$ cat src/rtl/syncser_pkg.sv
package syncser_pkg;

    typedef enum logic [1:0] {
        GEN_IDLE = 2'd0,
        GEN_LOW  = 2'd1,
        GEN_HIGH = 2'd2,
        GEN_EXT  = 2'd3
    } gen_state_e;

    localparam logic [1:0] ADDR_DATA = 2'd0;
    localparam logic [1:0] ADDR_CTRL = 2'd1;
    localparam logic [1:0] ADDR_STAT = 2'd2;
    localparam logic [1:0] ADDR_DIV  = 2'd3;

    localparam int CB_PORT   = 7;
    localparam int CB_RX     = 5;
    localparam int CB_TX     = 4;
    localparam int CB_EXTCLK = 0;

    localparam int SB_TBE = 0;
    localparam int SB_RBF = 1;
    localparam int SB_TSC = 2;
    localparam int SB_OVR = 3;

endpackage

$ cat src/rtl/syncser_edge.sv
module syncser_edge #(
    parameter int STAGES = 2
) (
    input  logic clk,
    input  logic rst_n,
    input  logic pin_in,
    output logic level,
    output logic rise,
    output logic fall
);
    logic [STAGES:0] sync_q;

    always_ff @(posedge clk or negedge rst_n) begin
        if (!rst_n) begin
            sync_q <= '1;
        end else begin
            sync_q <= {sync_q[STAGES-1:0], pin_in};
        end
    end

    assign level = sync_q[STAGES-1];
    assign rise  = sync_q[STAGES-1] & ~sync_q[STAGES];
    assign fall  = ~sync_q[STAGES-1] & sync_q[STAGES];

endmodule

$ cat src/rtl/syncser_regs.sv
module syncser_regs
    import syncser_pkg::*;
#(
    parameter int DATA_W = 8
) (
    input  logic              clk,
    input  logic              rst_n,
    input  logic [1:0]        bus_addr,
    input  logic              bus_wr,
    input  logic              bus_rd,
    input  logic [DATA_W-1:0] bus_wdata,
    output logic [DATA_W-1:0] bus_rdata,
    input  logic              load_ack,
    input  logic              busy,
    input  logic [DATA_W-1:0] rx_buf,
    input  logic              rx_full,
    input  logic              rx_ovr,
    output logic              port_en,
    output logic              rx_en,
    output logic              tx_en,
    output logic              ext_clk,
    output logic              init_tx,
    output logic              init_rx,
    output logic [DATA_W-1:0] div_val,
    output logic [DATA_W-1:0] tx_buf,
    output logic              tx_valid,
    output logic              rd_data_pulse
);
    logic [DATA_W-1:0] ctrl_q;
    logic [DATA_W-1:0] div_q;
    logic [DATA_W-1:0] txbuf_q;
    logic              valid_q;
    logic [DATA_W-1:0] status;
    logic              data_wr;

    assign data_wr = bus_wr && (bus_addr == ADDR_DATA);

    always_ff @(posedge clk or negedge rst_n) begin
        if (!rst_n) begin
            ctrl_q  <= '0;
            div_q   <= '0;
            txbuf_q <= '0;
        end else if (bus_wr) begin
            case (bus_addr)
                ADDR_DATA: txbuf_q <= bus_wdata;
                ADDR_CTRL: ctrl_q  <= bus_wdata;
                ADDR_DIV:  div_q   <= bus_wdata;
                default:   ;
            endcase
        end
    end

    // Buffer occupancy: a new write wins over the handoff to the shifter.
    always_ff @(posedge clk or negedge rst_n) begin
        if (!rst_n) begin
            valid_q <= 1'b0;
        end else if (init_tx) begin
            valid_q <= 1'b0;
        end else if (data_wr) begin
            valid_q <= 1'b1;
        end else if (load_ack) begin
            valid_q <= 1'b0;
        end
    end

    assign port_en = ctrl_q[CB_PORT];
    assign rx_en   = ctrl_q[CB_RX];
    assign tx_en   = ctrl_q[CB_TX];
    assign ext_clk = ctrl_q[CB_EXTCLK];

    // The internal clock is shared with reception, so receive enable keeps
    // the transmit side alive when transmit enable is cleared.
    assign init_tx = ~tx_en & ~(~ext_clk & rx_en);
    assign init_rx = ~rx_en | ~port_en;

    assign div_val       = div_q;
    assign tx_buf        = txbuf_q;
    assign tx_valid      = valid_q;
    assign rd_data_pulse = bus_rd && (bus_addr == ADDR_DATA);

    always_comb begin
        status         = '0;
        status[SB_TBE] = tx_en & ~valid_q;
        status[SB_RBF] = rx_full;
        status[SB_TSC] = tx_en & ~busy;
        status[SB_OVR] = rx_ovr;
    end

    always_comb begin
        case (bus_addr)
            ADDR_DATA: bus_rdata = rx_buf;
            ADDR_CTRL: bus_rdata = ctrl_q;
            ADDR_STAT: bus_rdata = status;
            default:   bus_rdata = div_q;
        endcase
    end

    AST_TX_FLAGS_ON_REENABLE: assert property (@(posedge clk) disable iff (!rst_n)
        ($rose(tx_en) && $past(init_tx)) |-> (status[SB_TBE] && status[SB_TSC]));

endmodule

$ cat src/rtl/syncser_txgen.sv
module syncser_txgen
    import syncser_pkg::*;
#(
    parameter int DATA_W = 8
) (
    input  logic              clk,
    input  logic              rst_n,
    input  logic              ext_clk,
    input  logic              port_en,
    input  logic              init_tx,
    input  logic [DATA_W-1:0] div_val,
    input  logic              tx_valid,
    input  logic [DATA_W-1:0] tx_buf,
    input  logic              ext_rise,
    input  logic              ext_fall,
    output logic              load_ack,
    output logic              busy,
    output logic              int_sample,
    output logic              sclk_out,
    output logic              sdo
);
    localparam int              CNT_W    = (DATA_W > 1) ? $clog2(DATA_W) : 1;
    localparam logic [CNT_W-1:0] LAST_BIT = CNT_W'(DATA_W - 1);

    gen_state_e        state_q;
    gen_state_e        state_d;
    logic [DATA_W-1:0] cnt_q;
    logic [DATA_W-1:0] tsh_q;
    logic [CNT_W-1:0]  bit_q;
    logic              sclk_q;
    logic              start;
    logic              phase_end;

    assign phase_end = (cnt_q == '0);
    assign start     = (state_q == GEN_IDLE) && tx_valid && port_en && !init_tx;

    always_comb begin
        state_d = state_q;
        if (init_tx) begin
            state_d = GEN_IDLE;
        end else begin
            unique case (state_q)
                GEN_IDLE: if (start) state_d = ext_clk ? GEN_EXT : GEN_LOW;
                GEN_LOW:  if (phase_end) state_d = GEN_HIGH;
                GEN_HIGH: if (phase_end) state_d = (bit_q == LAST_BIT) ? GEN_IDLE : GEN_LOW;
                GEN_EXT:  if (ext_rise && bit_q == LAST_BIT) state_d = GEN_IDLE;
                default:  state_d = GEN_IDLE;
            endcase
        end
    end

    always_ff @(posedge clk or negedge rst_n) begin
        if (!rst_n) begin
            state_q <= GEN_IDLE;
        end else begin
            state_q <= state_d;
        end
    end

    always_ff @(posedge clk or negedge rst_n) begin
        if (!rst_n) begin
            cnt_q  <= '0;
            tsh_q  <= '0;
            bit_q  <= '0;
            sclk_q <= 1'b1;
        end else if (init_tx) begin
            cnt_q  <= '0;
            bit_q  <= '0;
            sclk_q <= 1'b1;
        end else begin
            unique case (state_q)
                GEN_IDLE: begin
                    sclk_q <= 1'b1;
                    if (start) begin
                        tsh_q  <= tx_buf;
                        bit_q  <= '0;
                        cnt_q  <= div_val;
                        sclk_q <= ext_clk;
                    end
                end
                GEN_LOW: begin
                    if (phase_end) begin
                        cnt_q  <= div_val;
                        sclk_q <= 1'b1;
                    end else begin
                        cnt_q <= cnt_q - 1'b1;
                    end
                end
                GEN_HIGH: begin
                    if (phase_end) begin
                        cnt_q <= div_val;
                        if (bit_q != LAST_BIT) begin
                            sclk_q <= 1'b0;
                            bit_q  <= bit_q + 1'b1;
                            tsh_q  <= tsh_q >> 1;
                        end
                    end else begin
                        cnt_q <= cnt_q - 1'b1;
                    end
                end
                GEN_EXT: begin
                    if (ext_fall && bit_q != '0) begin
                        tsh_q <= tsh_q >> 1;
                    end
                    if (ext_rise) begin
                        bit_q <= bit_q + 1'b1;
                    end
                end
                default: ;
            endcase
        end
    end

    assign load_ack   = start;
    assign busy       = (state_q != GEN_IDLE);
    assign int_sample = (state_q == GEN_LOW) && phase_end && !init_tx;
    assign sclk_out   = sclk_q;
    assign sdo        = tsh_q[0];

    AST_IDLE_CLK_HIGH: assert property (@(posedge clk) disable iff (!rst_n)
        (state_q == GEN_IDLE) |-> sclk_q);
    AST_TX_INIT_STOPS: assert property (@(posedge clk) disable iff (!rst_n)
        init_tx |=> (state_q == GEN_IDLE));
    AST_NO_START_WHEN_OFF: assert property (@(posedge clk) disable iff (!rst_n)
        (state_q == GEN_IDLE && !port_en) |=> (state_q == GEN_IDLE));

endmodule

$ cat src/rtl/syncser_rx.sv
module syncser_rx #(
    parameter int DATA_W = 8
) (
    input  logic              clk,
    input  logic              rst_n,
    input  logic              init_rx,
    input  logic              clr_shift,
    input  logic              sample,
    input  logic              sdi,
    input  logic              rd_clr,
    output logic [DATA_W-1:0] rx_buf,
    output logic              rx_full,
    output logic              rx_ovr
);
    localparam int              CNT_W    = (DATA_W > 1) ? $clog2(DATA_W) : 1;
    localparam logic [CNT_W-1:0] LAST_BIT = CNT_W'(DATA_W - 1);

    logic [DATA_W-1:0] rsh_q;
    logic [DATA_W-1:0] buf_q;
    logic [DATA_W-1:0] next_word;
    logic [CNT_W-1:0]  rcnt_q;
    logic              full_q;
    logic              ovr_q;
    logic              byte_done;

    assign next_word = {sdi, rsh_q[DATA_W-1:1]};
    assign byte_done = sample && !clr_shift && (rcnt_q == LAST_BIT);

    always_ff @(posedge clk or negedge rst_n) begin
        if (!rst_n) begin
            rsh_q  <= '0;
            rcnt_q <= '0;
            buf_q  <= '0;
            full_q <= 1'b0;
            ovr_q  <= 1'b0;
        end else if (init_rx) begin
            rsh_q  <= '0;
            rcnt_q <= '0;
            full_q <= 1'b0;
            ovr_q  <= 1'b0;
        end else begin
            if (clr_shift) begin
                rsh_q  <= '0;
                rcnt_q <= '0;
            end else if (sample) begin
                rsh_q  <= next_word;
                rcnt_q <= (rcnt_q == LAST_BIT) ? '0 : rcnt_q + 1'b1;
            end
            if (byte_done && full_q) begin
                ovr_q <= 1'b1;
            end
            if (byte_done && !full_q) begin
                buf_q  <= next_word;
                full_q <= 1'b1;
            end else if (rd_clr) begin
                full_q <= 1'b0;
            end
        end
    end

    assign rx_buf  = buf_q;
    assign rx_full = full_q;
    assign rx_ovr  = ovr_q;

    AST_RX_INIT_CLEARS: assert property (@(posedge clk) disable iff (!rst_n)
        init_rx |=> (!full_q && !ovr_q && rsh_q == '0 && rcnt_q == '0));
    AST_OVR_KEEPS_BUF: assert property (@(posedge clk) disable iff (!rst_n)
        $rose(ovr_q) |-> $stable(buf_q));
    AST_FULL_AFTER_SAMPLE: assert property (@(posedge clk) disable iff (!rst_n)
        $rose(full_q) |-> $past(sample));

endmodule

$ cat src/rtl/syncser_port.sv
module syncser_port #(
    parameter int DATA_W      = 8,
    parameter int SYNC_STAGES = 2
) (
    input  logic              clk,
    input  logic              rst_n,
    input  logic [1:0]        bus_addr,
    input  logic              bus_wr,
    input  logic              bus_rd,
    input  logic [DATA_W-1:0] bus_wdata,
    output logic [DATA_W-1:0] bus_rdata,
    output logic              sdo,
    input  logic              sdi,
    output logic              sclk_out,
    output logic              sclk_oe,
    input  logic              sclk_in
);
    logic              port_en;
    logic              rx_en;
    logic              tx_en;
    logic              ext_clk;
    logic              init_tx;
    logic              init_rx;
    logic [DATA_W-1:0] div_val;
    logic [DATA_W-1:0] tx_buf;
    logic              tx_valid;
    logic              rd_data_pulse;
    logic              load_ack;
    logic              busy;
    logic              int_sample;
    logic [DATA_W-1:0] rx_buf;
    logic              rx_full;
    logic              rx_ovr;
    logic              ext_level;
    logic              ext_rise;
    logic              ext_fall;
    logic              rx_sample;
    logic              rx_clr_shift;

    syncser_regs #(.DATA_W(DATA_W)) u_regs (
        .clk(clk), .rst_n(rst_n),
        .bus_addr(bus_addr), .bus_wr(bus_wr), .bus_rd(bus_rd),
        .bus_wdata(bus_wdata), .bus_rdata(bus_rdata),
        .load_ack(load_ack), .busy(busy),
        .rx_buf(rx_buf), .rx_full(rx_full), .rx_ovr(rx_ovr),
        .port_en(port_en), .rx_en(rx_en), .tx_en(tx_en), .ext_clk(ext_clk),
        .init_tx(init_tx), .init_rx(init_rx),
        .div_val(div_val), .tx_buf(tx_buf), .tx_valid(tx_valid),
        .rd_data_pulse(rd_data_pulse)
    );

    syncser_edge #(.STAGES(SYNC_STAGES)) u_edge (
        .clk(clk), .rst_n(rst_n), .pin_in(sclk_in),
        .level(ext_level), .rise(ext_rise), .fall(ext_fall)
    );

    syncser_txgen #(.DATA_W(DATA_W)) u_txgen (
        .clk(clk), .rst_n(rst_n),
        .ext_clk(ext_clk), .port_en(port_en), .init_tx(init_tx),
        .div_val(div_val), .tx_valid(tx_valid), .tx_buf(tx_buf),
        .ext_rise(ext_rise), .ext_fall(ext_fall),
        .load_ack(load_ack), .busy(busy), .int_sample(int_sample),
        .sclk_out(sclk_out), .sdo(sdo)
    );

    assign rx_sample    = ext_clk ? ext_rise : int_sample;
    assign rx_clr_shift = init_tx & (~ext_clk | ext_level);

    syncser_rx #(.DATA_W(DATA_W)) u_rx (
        .clk(clk), .rst_n(rst_n),
        .init_rx(init_rx), .clr_shift(rx_clr_shift),
        .sample(rx_sample), .sdi(sdi), .rd_clr(rd_data_pulse),
        .rx_buf(rx_buf), .rx_full(rx_full), .rx_ovr(rx_ovr)
    );

    assign sclk_oe = ~ext_clk;

    AST_RX_IGNORES_IDLE_SAMPLES: assert property (@(posedge clk) disable iff (!rst_n)
        (init_rx && !rx_full) |=> !rx_full);
    AST_EXT_NO_DRIVE: assert property (@(posedge clk) disable iff (!rst_n)
        ext_clk |-> !sclk_oe);

endmodule

$ cat config.mk
export PLATFORM = sky130hd
export DESIGN_NAME = syncser_port
export DESIGN_NICKNAME = d
export VERILOG_FILES = /design/src/rtl/syncser_pkg.sv /design/src/rtl/syncser_edge.sv /design/src/rtl/syncser_regs.sv /design/src/rtl/syncser_txgen.sv /design/src/rtl/syncser_rx.sv /design/src/rtl/syncser_port.sv
export SDC_FILE = /design/constraint.sdc
export NUM_CORES = 1
export LEC_CHECK = 0
export BUFFER_PORTS_ARGS = -buffer_cell sky130_fd_sc_hd__buf_4
export CORE_MARGIN = 2
export CORE_UTILIZATION = 50
export CTS_BUF_LIST = sky130_fd_sc_hd__clkbuf_8 sky130_fd_sc_hd__clkbuf_16
export DETAILED_ROUTE_END_ITERATION = 6
export GPL_ROUTABILITY_DRIVEN = 0
export PLACE_DENSITY = 0.68
export SLEW_MARGIN = 25
export SYNTH_ARGS = -nofsm -noshare
export SYNTH_HDL_FRONTEND = slang
export SYNTH_SLANG_ARGS = --single-unit
$ cat constraint.sdc
create_clock -name clk -period 2.96 [get_ports clk]
set_input_delay 0.444 -clock clk [delete_from_list [all_inputs] [get_ports clk]]
set_output_delay 0.444 -clock clk [all_outputs]
set_load 0.02 [all_outputs]
* Word-level counts from Yosys, hierarchy flattened
Cells that the tools add are included.
** Cells by class
- Eq/ne operators :: 19
- Reductions and logical operators :: 39
- Muxes and demuxes :: 46
- Add/sub/neg operators :: 3
- Bitwise logic cells :: 20
** Operators by type and width (number)
- 8-bit 2-to-1 mux :: 10
- 8-bit case mux with 3 select lines :: 2
- 3-bit 2-to-1 mux :: 9
- 3-bit nonzero test :: 6
- 8-bit case mux with 2 select lines :: 1
- 1-bit 2-to-1 mux :: 15
- 1-bit logical AND :: 13
- 2-bit 2-to-1 mux :: 6
- 3-bit by 2-bit != test with 1-bit output (second input constant) :: 4
- 1-bit inverter :: 11
- 2-bit AND reduction :: 5
- 3-bit != test (second input constant) :: 3
- 3-bit case mux with 3 select lines :: 1
- 2-bit equality test (second input constant) :: 4
- 8-bit logical NOT :: 1
- 2-bit case mux with 4 select lines :: 1
- 4-bit AND reduction :: 2
- 4-bit nonzero test :: 2
- 8-bit by 1-bit subtractor with 8-bit output (second input constant) :: 1
- 1-bit AND :: 7
- 3-bit by 1-bit adder with 3-bit output (second input constant) :: 2
- 3-bit equality test (second input constant) :: 2
- 2-bit by 1-bit != test with 1-bit output (second input constant) :: 3
- 6-bit AND reduction :: 1
- other kinds (9) :: 15
** Word-level totals
- Word-level logic and storage cells :: 142
- Bits in registers :: 71
- Output and inout port bits :: 11
- Input port bits :: 16

* Depth between registers and ports, before layout
Gate-level depths: netlist of the first run.
- Word-level depth :: 12
- Depth in mapped cells :: 8
- Depth with buffers taken out :: 6

* Cells and area by module
A second synthesis of the first run with hierarchy kept.
** Second synthesis, totals
- Cell total of the unflattened synthesis :: 317
- Area total of the unflattened synthesis :: 3724.8 um^2
** By module, submodules not included
- syncser_txgen :: area each 1585.3 um^2, instances 1, seq. area each 551.8 um^2, cells each 168
- syncser_regs :: area each 1197.4 um^2, instances 1, seq. area each 625.6 um^2, cells each 80
- syncser_rx :: area each 822.0 um^2, instances 1, seq. area each 500.5 um^2, cells each 61
- syncser_edge :: area each 93.8 um^2, instances 1, seq. area each 78.8 um^2, cells each 5
- syncser_port :: area each 26.3 um^2, instances 1, seq. area each 0.0 um^2, cells each 3

* Worst setup path before layout of the first run
OpenSTA, ideal clock, no wires.
- Kind :: flip-flop to flip-flop
- Start point :: register u_txgen.cnt_q[0]
- End point :: register u_rx.buf_q[7], in the netlist u_rx.rx_buf[7]
- Clock period less this slack :: 2546 ps
- Buffers on the path :: 1
- Data required time :: 2835 ps
- Arrival time :: 2422 ps
- Stages on the path, launching flop included :: 8
- Slack :: 414 ps
- Library setup time :: 125 ps
- Cell sequence :: dfrtp_1 inv_1 ha_1 or4b_1 buf_2 o41ai_4 nor4b_4 mux2_2
** Between the ends
- Longest elaborated chain between the ends :: 8
** RTL lines
- from (decl) :: line syncser_txgen.sv:27 : logic [DATA_W-1:0] cnt_q;
- from (signal assigned) :: line syncser_txgen.sv:77 : cnt_q <= div_val;
- from (signal assigned) :: line syncser_txgen.sv:83 : cnt_q <= div_val;
- from (signal assigned) :: line syncser_txgen.sv:86 : cnt_q <= cnt_q - 1'b1;
- 8-bit logical NOT :: line syncser_txgen.sv:34 : assign phase_end = (cnt_q == '0);
- 1-bit logical AND (2 in series) :: line syncser_txgen.sv:116 : assign int_sample = (state_q == GEN_LOW) && phase_end && !init_tx;
- 1-bit 2-to-1 mux :: line syncser_port.sv:66 : assign rx_sample = ext_clk ? ext_rise : int_sample;
- 1-bit logical AND (2 in series) :: line syncser_rx.sv:27 : assign byte_done = sample && !clr_shift && (rcnt_q == LAST_BIT);
- 1-bit logical AND :: line syncser_rx.sv:52 : if (byte_done && !full_q) begin
- 2-bit AND reduction (no line)
- to (signal assigned) :: line syncser_rx.sv:53 : buf_q <= next_word;
- to (decl) :: line syncser_rx.sv:19 : logic [DATA_W-1:0] buf_q;
No other way between the ends.
A chain may end at the register's enable or synchronous reset.

* Worst setup path in the final report of the first run
- Start point :: register u_txgen.cnt_q[0]
- End point :: register u_rx.buf_q[1], in the netlist u_rx.rx_buf[1]
Same word-level chain as after synthesis.

==> qor.csv, run 1 <==
metric,value,unit
grtUsageTotal,21.4,%
first_global_vias,2507,
cts_hold_buf,0,
dp_hpwl,5.43,mm
dr.first_iter.drc_count,140,
areaGrowthSynthToFinish,13.4,%
ir_drop,0.370,mV
pre_cts_slack,0.376,ns
die-area,7960,sq um
clockBufferDepth,2,
p_per_area,781,nW/um^2
synth_compound_area_share,9.51,%
synth_flop_cell,dfrtp_1,
die_y,89.2,um
cp_num_buf_inv,2,
setup_tns,0,ns
dp_cells,426,
multi_input_area,1780,sq um
holdCritPathClass,primary input to asynchronous set/reset pin,
power.leakage,1.82,nW
critPathCaptureType,flip-flop,
relSlewSlack,42.1,%
synth-xor-area-share,0,%
syn-instance-count,309,
ys_ff_latch,70,
slowest_stage,or4b_1,
n_antenna_cell,0,
fin_crit,2.60,ns
mostFrequentLayoutCells,"66 x dfrtp_1, 47 x mux2_2, 33 x buf_4",
clk_latency,0.34,ns
cts_buffers,9,
rsz0062_at_grt,no,
cts_sinks,70,
start_kind,flip-flop,
yosys.area_share.simple,13.2,%
status,finished clean,
io_pins,27,
ff_latch_area,1760,sq um
routed_via_density,5.78,
skew,0.00502,ns
synth-edff-count,0,
drt_first_pass_iters,4,
grt_first_pass_wirelength,12.7,mm
finalWorstSetupSlack,0.357,ns
maxCapViolCount,0,
crit_family,simple AND/OR/NAND/NOR gates,
worstMarginPinSlew,0.869,ns
overflow,0,
synth_adder_area_share,4.13,%
drtAntennaViolNets,0,
rows,31,
instances_no_fill,442,
wire_per_inst,17.5,um
cts_resized,0,
drc,0,
finalHoldViolCount,0,
grt_max_degree,71,
tritoncts,built,
seq_area_frac_synth,48.4,%
synth.cell_area,3630,sq um
setup_viol,0,
whs,0.206,ns
antenna_found_initial,0,
ys_types,52,
synthTopCellsByArea,"dfrtp_1 45%, mux2_2 15%, mux2i_1 5.2%",
initial_core_util,50.9,%
n_fill_cell,627,
nets,366,
die_w,89.2,um
worstPathRequired,3.19,ns
synth_top_family_by_area,multiplexers,
drt_wl_total,7.75,mm
syn_area_per_cell,11.8,sq um
slew_violations,0,
clockRootBuffer,clkbuf_8,
post_cts_buffers,0,
synth_top_area_share,45.5,%
yosys.area.top_type,dfrtp_1,
fmax,0.384,GHz
cts.clk_slew.worst_paths,0.08,ns
arrival,2.84,ns
critical_path.max_stage_delay,0.61,ns
core_area,7140,sq um
ys_async_sr_fraction,100,%
worstPathMaxFanout,9,
htreeDepth,3,
portBuffers,26,
period_share,87.9,%
layout_commonest_cell,dfrtp_1,
fin_util,57.7,%
drive_above_1_share,31.2,%
synthMuxAreaShare,22.3,%
vias,2553,
crit_chain,inv_1 -> ha_1 -> or4b_1 -> o41ai_4 -> nor4b_4 -> buf_4 -> mux2_2,
syn_nets,337,
yosys_warnings,0,
worst-setup-path-type,flip-flop to flip-flop,
[per-stage QoR]
step	power (mW)	area [sq um]
finish	3.22	4120
global route	3.43	4120
CTS	3.23	4120
detailed placement	2.54	3950
global placement	2.51	3950
floorplan	2.20	3630
[synthesized netlist by cell type, types with 2 or more instances]
master,count
dfstp_2,4
a32o_1,2
and2_1,2
a21boi_0,2
dfrtp_1,66
nor2_1,19
ha_1,12
or4_1,2
nand4_1,4
o221ai_1,3
nor2b_1,4
a21oi_1,11
nor3_1,2
o31ai_1,2
mux2i_1,19
nand2b_1,7
buf_1,2
clkbuf_1,11
or3_1,4
inv_1,9
nand2_1,15
buf_2,2
o21ai_0,10
nand3_1,9
mux2_2,47
nand3b_1,6
nor3b_1,2
mux4_2,4
o22ai_1,4
[cell families after synthesis]
kind of cell,after synthesis
AND/OR/NAND/NOR,85
multiplexers,70
flip-flops,70
AO/OA/AOI/OAI,48
buffers and inverters,24
adder cells (fa/ha/maj),12
[path summary, 6_finish.rpt]
| path | from | endpoint | slack (ns) | depth (start not counted) |
|---|---|---|---|---|
| max in group asynchronous | rst_n | u_regs.div_val[3]$_DFFE_PN0P_ | 2.18 | 1 |
| worst min register to register | u_edge.sync_q[0]$_DFF_PN1_ | u_edge.sync_q[1]$_DFF_PN1_ | 0.36 | 0 |
| worst min-delay path | rst_n | u_txgen.cnt_q[3]$_DFFE_PN0P_ | 0.21 | 1 |
| worst max-delay path | u_txgen.cnt_q[0]$_DFFE_PN0P_ | u_rx.rx_buf[1]$_DFFE_PN0P_ | 0.36 | 7 |
| worst max register to register | u_txgen.cnt_q[0]$_DFFE_PN0P_ | u_rx.rx_buf[1]$_DFFE_PN0P_ | 0.36 | 7 |
| min in group clk | sclk_in | u_edge.sync_q[0]$_DFF_PN1_ | 0.21 | 1 |
[power by group]
| part | internal [mW] | switching (mW) |
|---|---|---|
| Clock | 0.305 | 0.379 |
| Sequential | 1.13 | 0.154 |
| Combinational | 0.565 | 0.684 |
| Total | 2.00 | 1.22 |
[state kept, by name, indices dropped and copies added (netlist names)]
name	count
u_regs.ctrl_q	8
u_regs.div_val	8
u_regs.tx_buf	8
u_rx.rx_buf	8
u_txgen.cnt_q	8
u_txgen.tsh_q	8
u_rx.rsh_q	7
u_edge.sync_q	3
u_rx.rcnt_q	3
u_txgen.bit_q	3
u_txgen.state_q	2
u_regs.tx_valid	1
u_rx.rx_full	1
u_rx.rx_ovr	1
u_txgen.sclk_out	1
[cell type report]
cell class / instances / area share (%)
clock inverter: 7 / 1.19
timing repair buffer: 33 / 6.02
clock buffer: 9 / 3.01
tap: 99 / 3.01
multi-input combinational: 215 / 43.3
inverter: 9 / 0.820
sequential: 70 / 42.7
[per-layer routing]
| layer | track usage [%] | routed length (um) | up-vias |
|---|---|---|---|
| li1 | - | - | 1198 |
| met1 | 30.4 | 3560 | 1271 |
| met2 | 32.0 | 3680 | 73 |
| met3 | 3.97 | 357 | 11 |
| met4 | 9.63 | 157 | 0 |
| met5 | 0 | 0 | - |
[worst register-to-register path: cells and delay by family, from the launching register on]
kind	cells	cell delay [ns]
and+or+nand+nor	2	0.85
adders and majority gates	1	0.16
muxes	1	0.35
buffers and inverters	2	0.32
AOI/OAI and AO/OA	1	0.39
DFF	1	0.42
(Power assumes the default switching activity.)
==> run 2, diff against run 1 <==
SYNTH_HIERARCHICAL = 1   (was not set)
==> run 2 against run 1 <==
Net effect:
- setup slack worse by 0.078 ns
- clock power rose by 4.8%
- synthesized area rose by 2.5%
- clock skew rose by 0.0030 ns
- sequential share of layout area fell by 0.80 points
- total power grew 8.9%
- cell count increased by 1.8%
==> qor.csv, run 2 <==
metric,value,unit,change
critical_path.max_stage_delay,0.54,ns,was 0.61 ns
worst-setup-path-type,flip-flop to flip-flop,,unchanged
cts_resized,0,,unchanged
worstPathMaxFanout,9,,unchanged
initial_core_util,51.6,%,was 50.9%
mostFrequentLayoutCells,"66 x dfrtp_1, 50 x mux2_2, 30 x buf_4",,"was 66 x dfrtp_1, 47 x mux2_2, 33 x buf_4"
yosys.area.top_type,dfrtp_1,,unchanged
period_share,90.6,%,was 87.9%
syn_nets,344,,was 337
first_global_vias,2521,,was 2507
drc,0,,unchanged
slew_violations,0,,unchanged
overflow,0,,unchanged
yosysMostFrequentCell,dfrtp_1,,unchanged
grt_first_pass_wirelength,12.7,mm,about the same
cts_sinks,70,,unchanged
antenna_found_initial,0,,unchanged
areaGrowthSynthToFinish,12.7,%,was 13.4%
worstMarginPinSlew,0.871,ns,was 0.869 ns
vias,2605,,was 2553
drt_wl_total,7.74,mm,was 7.75 mm
arrival,2.90,ns,was 2.84 ns
synth-edff-count,0,,unchanged
n_antenna_cell,0,,unchanged
clk_latency,0.34,ns,about the same
cts_hold_buf,0,,unchanged
fin_crit,2.68,ns,was 2.60 ns
finalHoldViolCount,0,,unchanged
synthTopCellsByArea,"dfrtp_1 44%, mux2_2 15%, mux2i_1 4.0%",,"was dfrtp_1 45%, mux2_2 15%, mux2i_1 5.2%"
drt_first_pass_iters,4,,unchanged
cts.clk_slew.worst_paths,0.08,ns,about the same
rsz0062_at_grt,no,,unchanged
critPathCaptureType,flip-flop,,unchanged
clockBufferDepth,2,,unchanged
ys_ff_latch,70,,unchanged
layout_commonest_cell,dfrtp_1,,unchanged
maxCapViolCount,0,,unchanged
grt_max_degree,71,,unchanged
ys_types,60,,was 52
rows,31,,unchanged
io_pins,27,,unchanged
dr.first_iter.drc_count,167,,was 140
setup_tns,0,ns,unchanged
worstPathRequired,3.18,ns,was 3.19 ns
die_y,90.3,um,was 89.2 um
crit_start,u_txgen/cnt_q[0]$_DFFE_PN0P_,,was u_txgen.cnt_q[0]$_DFFE_PN0P_
ys_async_sr_fraction,100,%,unchanged
htreeDepth,3,,unchanged
r2r-start,u_txgen/cnt_q[0]$_DFFE_PN0P_,,was u_txgen.cnt_q[0]$_DFFE_PN0P_
core_area,7210,sq um,was 7140 sq um
setup_viol,0,,unchanged
cts_buffers,9,,unchanged
clockRootBuffer,clkbuf_8,,unchanged
ir_drop,0.378,mV,was 0.370 mV
die-area,8160,sq um,was 7960 sq um
grtUsageTotal,19.6,%,was 21.4%
drtAntennaViolNets,0,,unchanged
status,finished clean,,unchanged
dp_hpwl,5.50,mm,was 5.43 mm
r2r_slack,0.28,ns,was 0.36 ns
yosys_warnings,6,,was 0
slowest_stage,or3b_2,,was or4b_1
crit_family,simple AND/OR/NAND/NOR gates,,unchanged
fmax,0.373,GHz,was 0.384 GHz
relSlewSlack,41.9,%,was 42.1%
cp_num_buf_inv,1,,was 2
syn-instance-count,317,,was 309
holdCritPathClass,primary input to asynchronous set/reset pin,,unchanged
routed_via_density,5.79,,was 5.78
reg2reg_to,u_rx/rx_buf[1]$_DFFE_PN0P_,,was u_rx.rx_buf[1]$_DFFE_PN0P_
seq_area_frac_synth,47.2,%,was 48.4%
start_kind,flip-flop,,unchanged
synth_flop_cell,dfrtp_1,,unchanged
post_cts_buffers,0,,unchanged
synth.cell_area,3720,sq um,was 3630 sq um
tritoncts,built,,unchanged
crit_chain,inv_1 -> ha_1 -> or3b_2 -> nor4_1 -> mux2_4 -> nand2_1 -> nor3_4 -> mux2_2,,was inv_1 -> ha_1 -> or4b_1 -> o41ai_4 -> nor4b_4 -> buf_4 -> mux2_2
portBuffers,26,,unchanged
drive_above_1_share,33.9,%,was 31.2%
synth_common_cells,"66 x dfrtp_1, 50 x mux2_2, 21 x nor2_1, 19 x inv_1, 15 x mux2i_1",,"was 66 x dfrtp_1, 47 x mux2_2, 19 x mux2i_1, 19 x nor2_1, 15 x nand2_1"
wire_per_inst,17.2,um,was 17.5 um
power.leakage,1.86,nW,was 1.82 nW
syn_area_per_cell,11.8,sq um,about the same
nets,373,,was 366
skew,0.00799,ns,was 0.00502 ns
power,3.50,mW,was 3.22 mW
reg2regPathDepth,8,,was 7
p_per_area,834,nW/um^2,was 781 nW/um^2
synth_top_area_share,44.3,%,was 45.5%
die_w,90.3,um,was 89.2 um
## run 2: cell types whose count changed after synthesis, sizes merged, moves of 4 or more
cell and delta:
mux2 +4, a211oi +4, nand2 -5, a22o +4, mux2i -4, inv +10
nor4 +4, o22ai -4, nor3 +5
## run 2: layout make-up
class | count | area, sq um
clock buffer | 10 | 138
inverter | 19 | 71.3
timing repair buffer | 30 | 225
tap | 99 | 124
sequential | 70 | 1760
clock inverter | 6 | 45.0
multi-input combinational | 216 | 1840
fill | 631 | 3020
## run 2: layer usage
| layer | vias up | wire length (um) | part of all wire (%) | global-route usage (%) |
|---|---|---|---|---|
| li1 | 1225 | - | - | - |
| met1 | 1282 | 3680 | 48 | 27.7 |
| met2 | 86 | 3640 | 47 | 31.3 |
| met3 | 12 | 317 | 4.1 | 2.67 |
| met4 | 0 | 102 | 1.3 | 6.67 |
| met5 | - | 0 | 0 | 0 |
## run 2: per-stage QoR
step	cell area (sq um)	hold slack, ns	setup slack [ns]	utilization [%]	std cells
global route	4200	0.187	0.152	58.2	450
CTS	4200	0.193	0.290	58.2	450
global placement	4010	0.347	0.400	55.6	434
floorplan	3720	0.148	0.574	-	317
detailed placement	4010	0.349	0.356	55.6	434
finish	4200	0.187	0.279	58.2	450
## run 2: logic make-up after synthesis
family | after synthesis | synth area share, %
AOI/OAI and AO/OA | 56 | 11.2
buffers and inverters | 31 | 3.63
and+or+nand+nor | 81 | 13.4
muxes | 68 | 21.0
DFF | 70 | 47.2
adders and majority gates | 11 | 3.69
## run 2: worst max-delay path by stage
stage,cells after the start,slack [ns],to
final,8,0.28,u_rx/rx_buf[1]$_DFFE_PN0P_
after global routing,8,0.15,u_rx/rx_buf[1]$_DFFE_PN0P_
after CTS,8,0.29,u_rx/rx_buf[1]$_DFFE_PN0P_
after floorplan,8,0.57,u_rx/rx_buf[7]$_DFFE_PN0P_
after detailed placement,8,0.36,u_rx/rx_buf[0]$_DFFE_PN0P_
after global placement,8,0.40,u_rx/rx_buf[6]$_DFFE_PN0P_
## run 2: power breakdown
part | switching (mW) | internal, mW | leakage (nW)
logic | 0.827 | 0.629 | 0.879
registers | 0.172 | 1.16 | 0.892
clock network | 0.385 | 0.331 | 0.0853
total | 1.38 | 2.12 | 1.86
==> run 3, diff against run 2 <==
BUFFER_PORTS_ARGS = not set   (was -buffer_cell sky130_fd_sc_hd__buf_4)
DONT_BUFFER_PORTS = 1   (was not set)
PLACE_DENSITY = not set   (was 0.68)
==> run 3 against run 2 <==
Net effect:
- core utilization shrank 1.7 points
- via count decreased by 5.4%
- cell count decreased by 5.6%
- total power rose by 2.4%
- die area did not move
- first-iteration DRC count increased by 10%
- sequential power increased by 4%
- sequential cell count unchanged
- clock skew fell by 0.0034 ns
- sequential share of layout area is 1.3 points higher
- critical path type is now flip-flop to primary output
==> qor.csv, run 3 (synthesis results as in run 2) <==
metric,value,unit,change
status,finished clean,,unchanged
fin_util,56.4,%,was 58.2%
nets,348,,was 373
worst-setup-path-type,flip-flop to primary output,,was flip-flop to flip-flop
slew_violations,0,,unchanged
dp_hpwl,5.66,mm,was 5.50 mm
die_y,90.3,um,unchanged
cts_sinks,70,,unchanged
slowest_stage,dfrtp_1,,was or3b_2
instances_no_fill,425,,was 450
die-area,8160,sq um,unchanged
worstPathRequired,2.52,ns,was 3.18 ns
cp.depth,5,,was 8
fin_crit,2.65,ns,was 2.68 ns
antenna_found_initial,0,,unchanged
critPathCaptureType,primary output,,was flip-flop
wl_met1,3.85,mm,was 3.68 mm
maxCapViolCount,0,,unchanged
reg2regPathDepth,8,,unchanged
io_pins,27,,unchanged
routed_via_density,5.80,,was 5.79
initial_core_util,51.6,%,unchanged
n_antenna_cell,0,,unchanged
start_kind,flip-flop,,unchanged
crit_chain,inv_1 -> ha_1 -> inv_1 -> nand3b_1 -> a22oi_1,,was inv_1 -> ha_1 -> or3b_2 -> nor4_1 -> mux2_4 -> nand2_1 -> nor3_4 -> mux2_2
rows,31,,unchanged
relSlewSlack,47.2,%,was 41.9%
cts.clk_slew.worst_paths,0.07,ns,was 0.08 ns
cp_common_cell,inv_1,,
portBuffers,0,,was 26
grt_first_pass_wirelength,13.4,mm,was 12.7 mm
areaGrowthSynthToFinish,9.30,%,was 12.7%
overflow,0,,unchanged
crit_start,u_txgen/state_q[1]$_DFFE_PN0P_,,was u_txgen/cnt_q[0]$_DFFE_PN0P_
setup_viol,0,,unchanged
ir_drop,0.327,mV,was 0.378 mV
endpoint,bus_rdata[2],,was u_rx/rx_buf[1]$_DFFE_PN0P_
dr_wl_met2,3.54,mm,was 3.64 mm
finalHoldViolCount,0,,unchanged
r2r_slack,0.32,ns,was 0.28 ns
power.leakage,1.77,nW,was 1.86 nW
arrival,2.20,ns,was 2.90 ns
drc,0,,unchanged
drt_wl_total,7.95,mm,was 7.74 mm
cts_buffers,9,,unchanged
tritoncts,built,,unchanged
grt_max_degree,71,,unchanged
clockRootBuffer,clkbuf_8,,unchanged
whs,0.0973,ns,was 0.187 ns
rsz0062_at_grt,no,,unchanged
setup_tns,0,ns,unchanged
dp_cells,407,,was 434
drive_above_1_share,28.2,%,was 33.9%
finalWorstSetupSlack,0.313,ns,was 0.279 ns
worstMarginPinSlew,0.784,ns,was 0.871 ns
core_area,7210,sq um,unchanged
r2r-start,u_txgen/cnt_q[0]$_DFFE_PN0P_,,unchanged
pre_cts_slack,0.275,ns,was 0.356 ns
drt_first_pass_iters,4,,unchanged
mostFrequentLayoutCells,"66 x dfrtp_1, 50 x mux2_2, 21 x nor2_1",,"was 66 x dfrtp_1, 50 x mux2_2, 30 x buf_4"
worstPathMaxFanout,10,,was 9
die_w,90.3,um,unchanged
holdCritPathClass,primary input to flip-flop,,was primary input to asynchronous set/reset pin
crit_family,flip-flops,,was simple AND/OR/NAND/NOR gates
cp_num_buf_inv,2,,was 1
highest_layer,met4,,unchanged
layout_commonest_cell,dfrtp_1,,unchanged
drtAntennaViolNets,0,,unchanged
dr.first_iter.drc_count,184,,was 167
p_per_area,881,nW/um^2,was 834 nW/um^2
reg2reg_to,u_rx/rx_buf[1]$_DFFE_PN0P_,,unchanged
vias,2465,,was 2605
critical_path.max_stage_delay,0.53,ns,was 0.54 ns
met3_length,420,um,was 317 um
wire_per_inst,18.7,um,was 17.2 um
fmax,0.378,GHz,was 0.373 GHz
htreeDepth,3,,unchanged
clk_latency,0.34,ns,about the same
skew,0.00463,ns,was 0.00799 ns
grtUsageTotal,21.2,%,was 19.6%
period_share,89.4,%,was 90.6%
first_global_vias,2497,,was 2521
clockBufferDepth,2,,unchanged
[run 3: timing repair]
action,4_1_cts,5_1_grt
hold buffers,2,0
hold endpoints to repair,70,0
gates resized for setup,0,0
buffers inserted,0,0
[run 3: how the worst min path moves through the flow]
stage                  from                      endpoint  slack (ns)  cells after the start
floorplan             rst_n  u_regs/ctrl_q[0]$_DFFE_PN0P_        0.15                      0
global placement      rst_n  u_txgen/bit_q[1]$_DFFE_PN0P_        0.15                      0
detailed placement    rst_n  u_txgen/bit_q[1]$_DFFE_PN0P_        0.15                      0
CTS                 sclk_in    u_edge/sync_q[0]$_DFF_PN1_        0.08                      0
global route        sclk_in    u_edge/sync_q[0]$_DFF_PN1_        0.07                      0
finish              sclk_in    u_edge/sync_q[0]$_DFF_PN1_         0.1                      0
[run 3: per-layer routing]
metal  track usage, %  vias to the layer above
met1             30.7                     1210
met2             30.3                       69
li1                 -                     1174
met4             8.08                        0
met3             5.84                       12
met5                0                        -
[run 3: final cells by class]
class                   instances  area, sq um
repair buffers                  5         60.1
clock inverters                 6         85.1
flip-flops and latches         70         1760
well taps                      99          124
fillers                       635         3140
multi-input cells             216         1840
inverters                      19         71.3
clock buffers                  10          138
[run 3: per-stage QoR]
step                cell area, sq um  total power [mW]
floorplan                       3720              2.40
global placement                3810              2.69
detailed placement              3810              2.70
CTS                             4070              3.60
global route                    4070              3.84
finish                          4070              3.59
[run 3: power by group]
group          total, mW  internal, mW  switching [mW]
clock              0.863         0.496           0.367
sequential          1.38          1.16           0.216
combinational       1.35         0.579           0.769
total               3.59          2.23            1.35
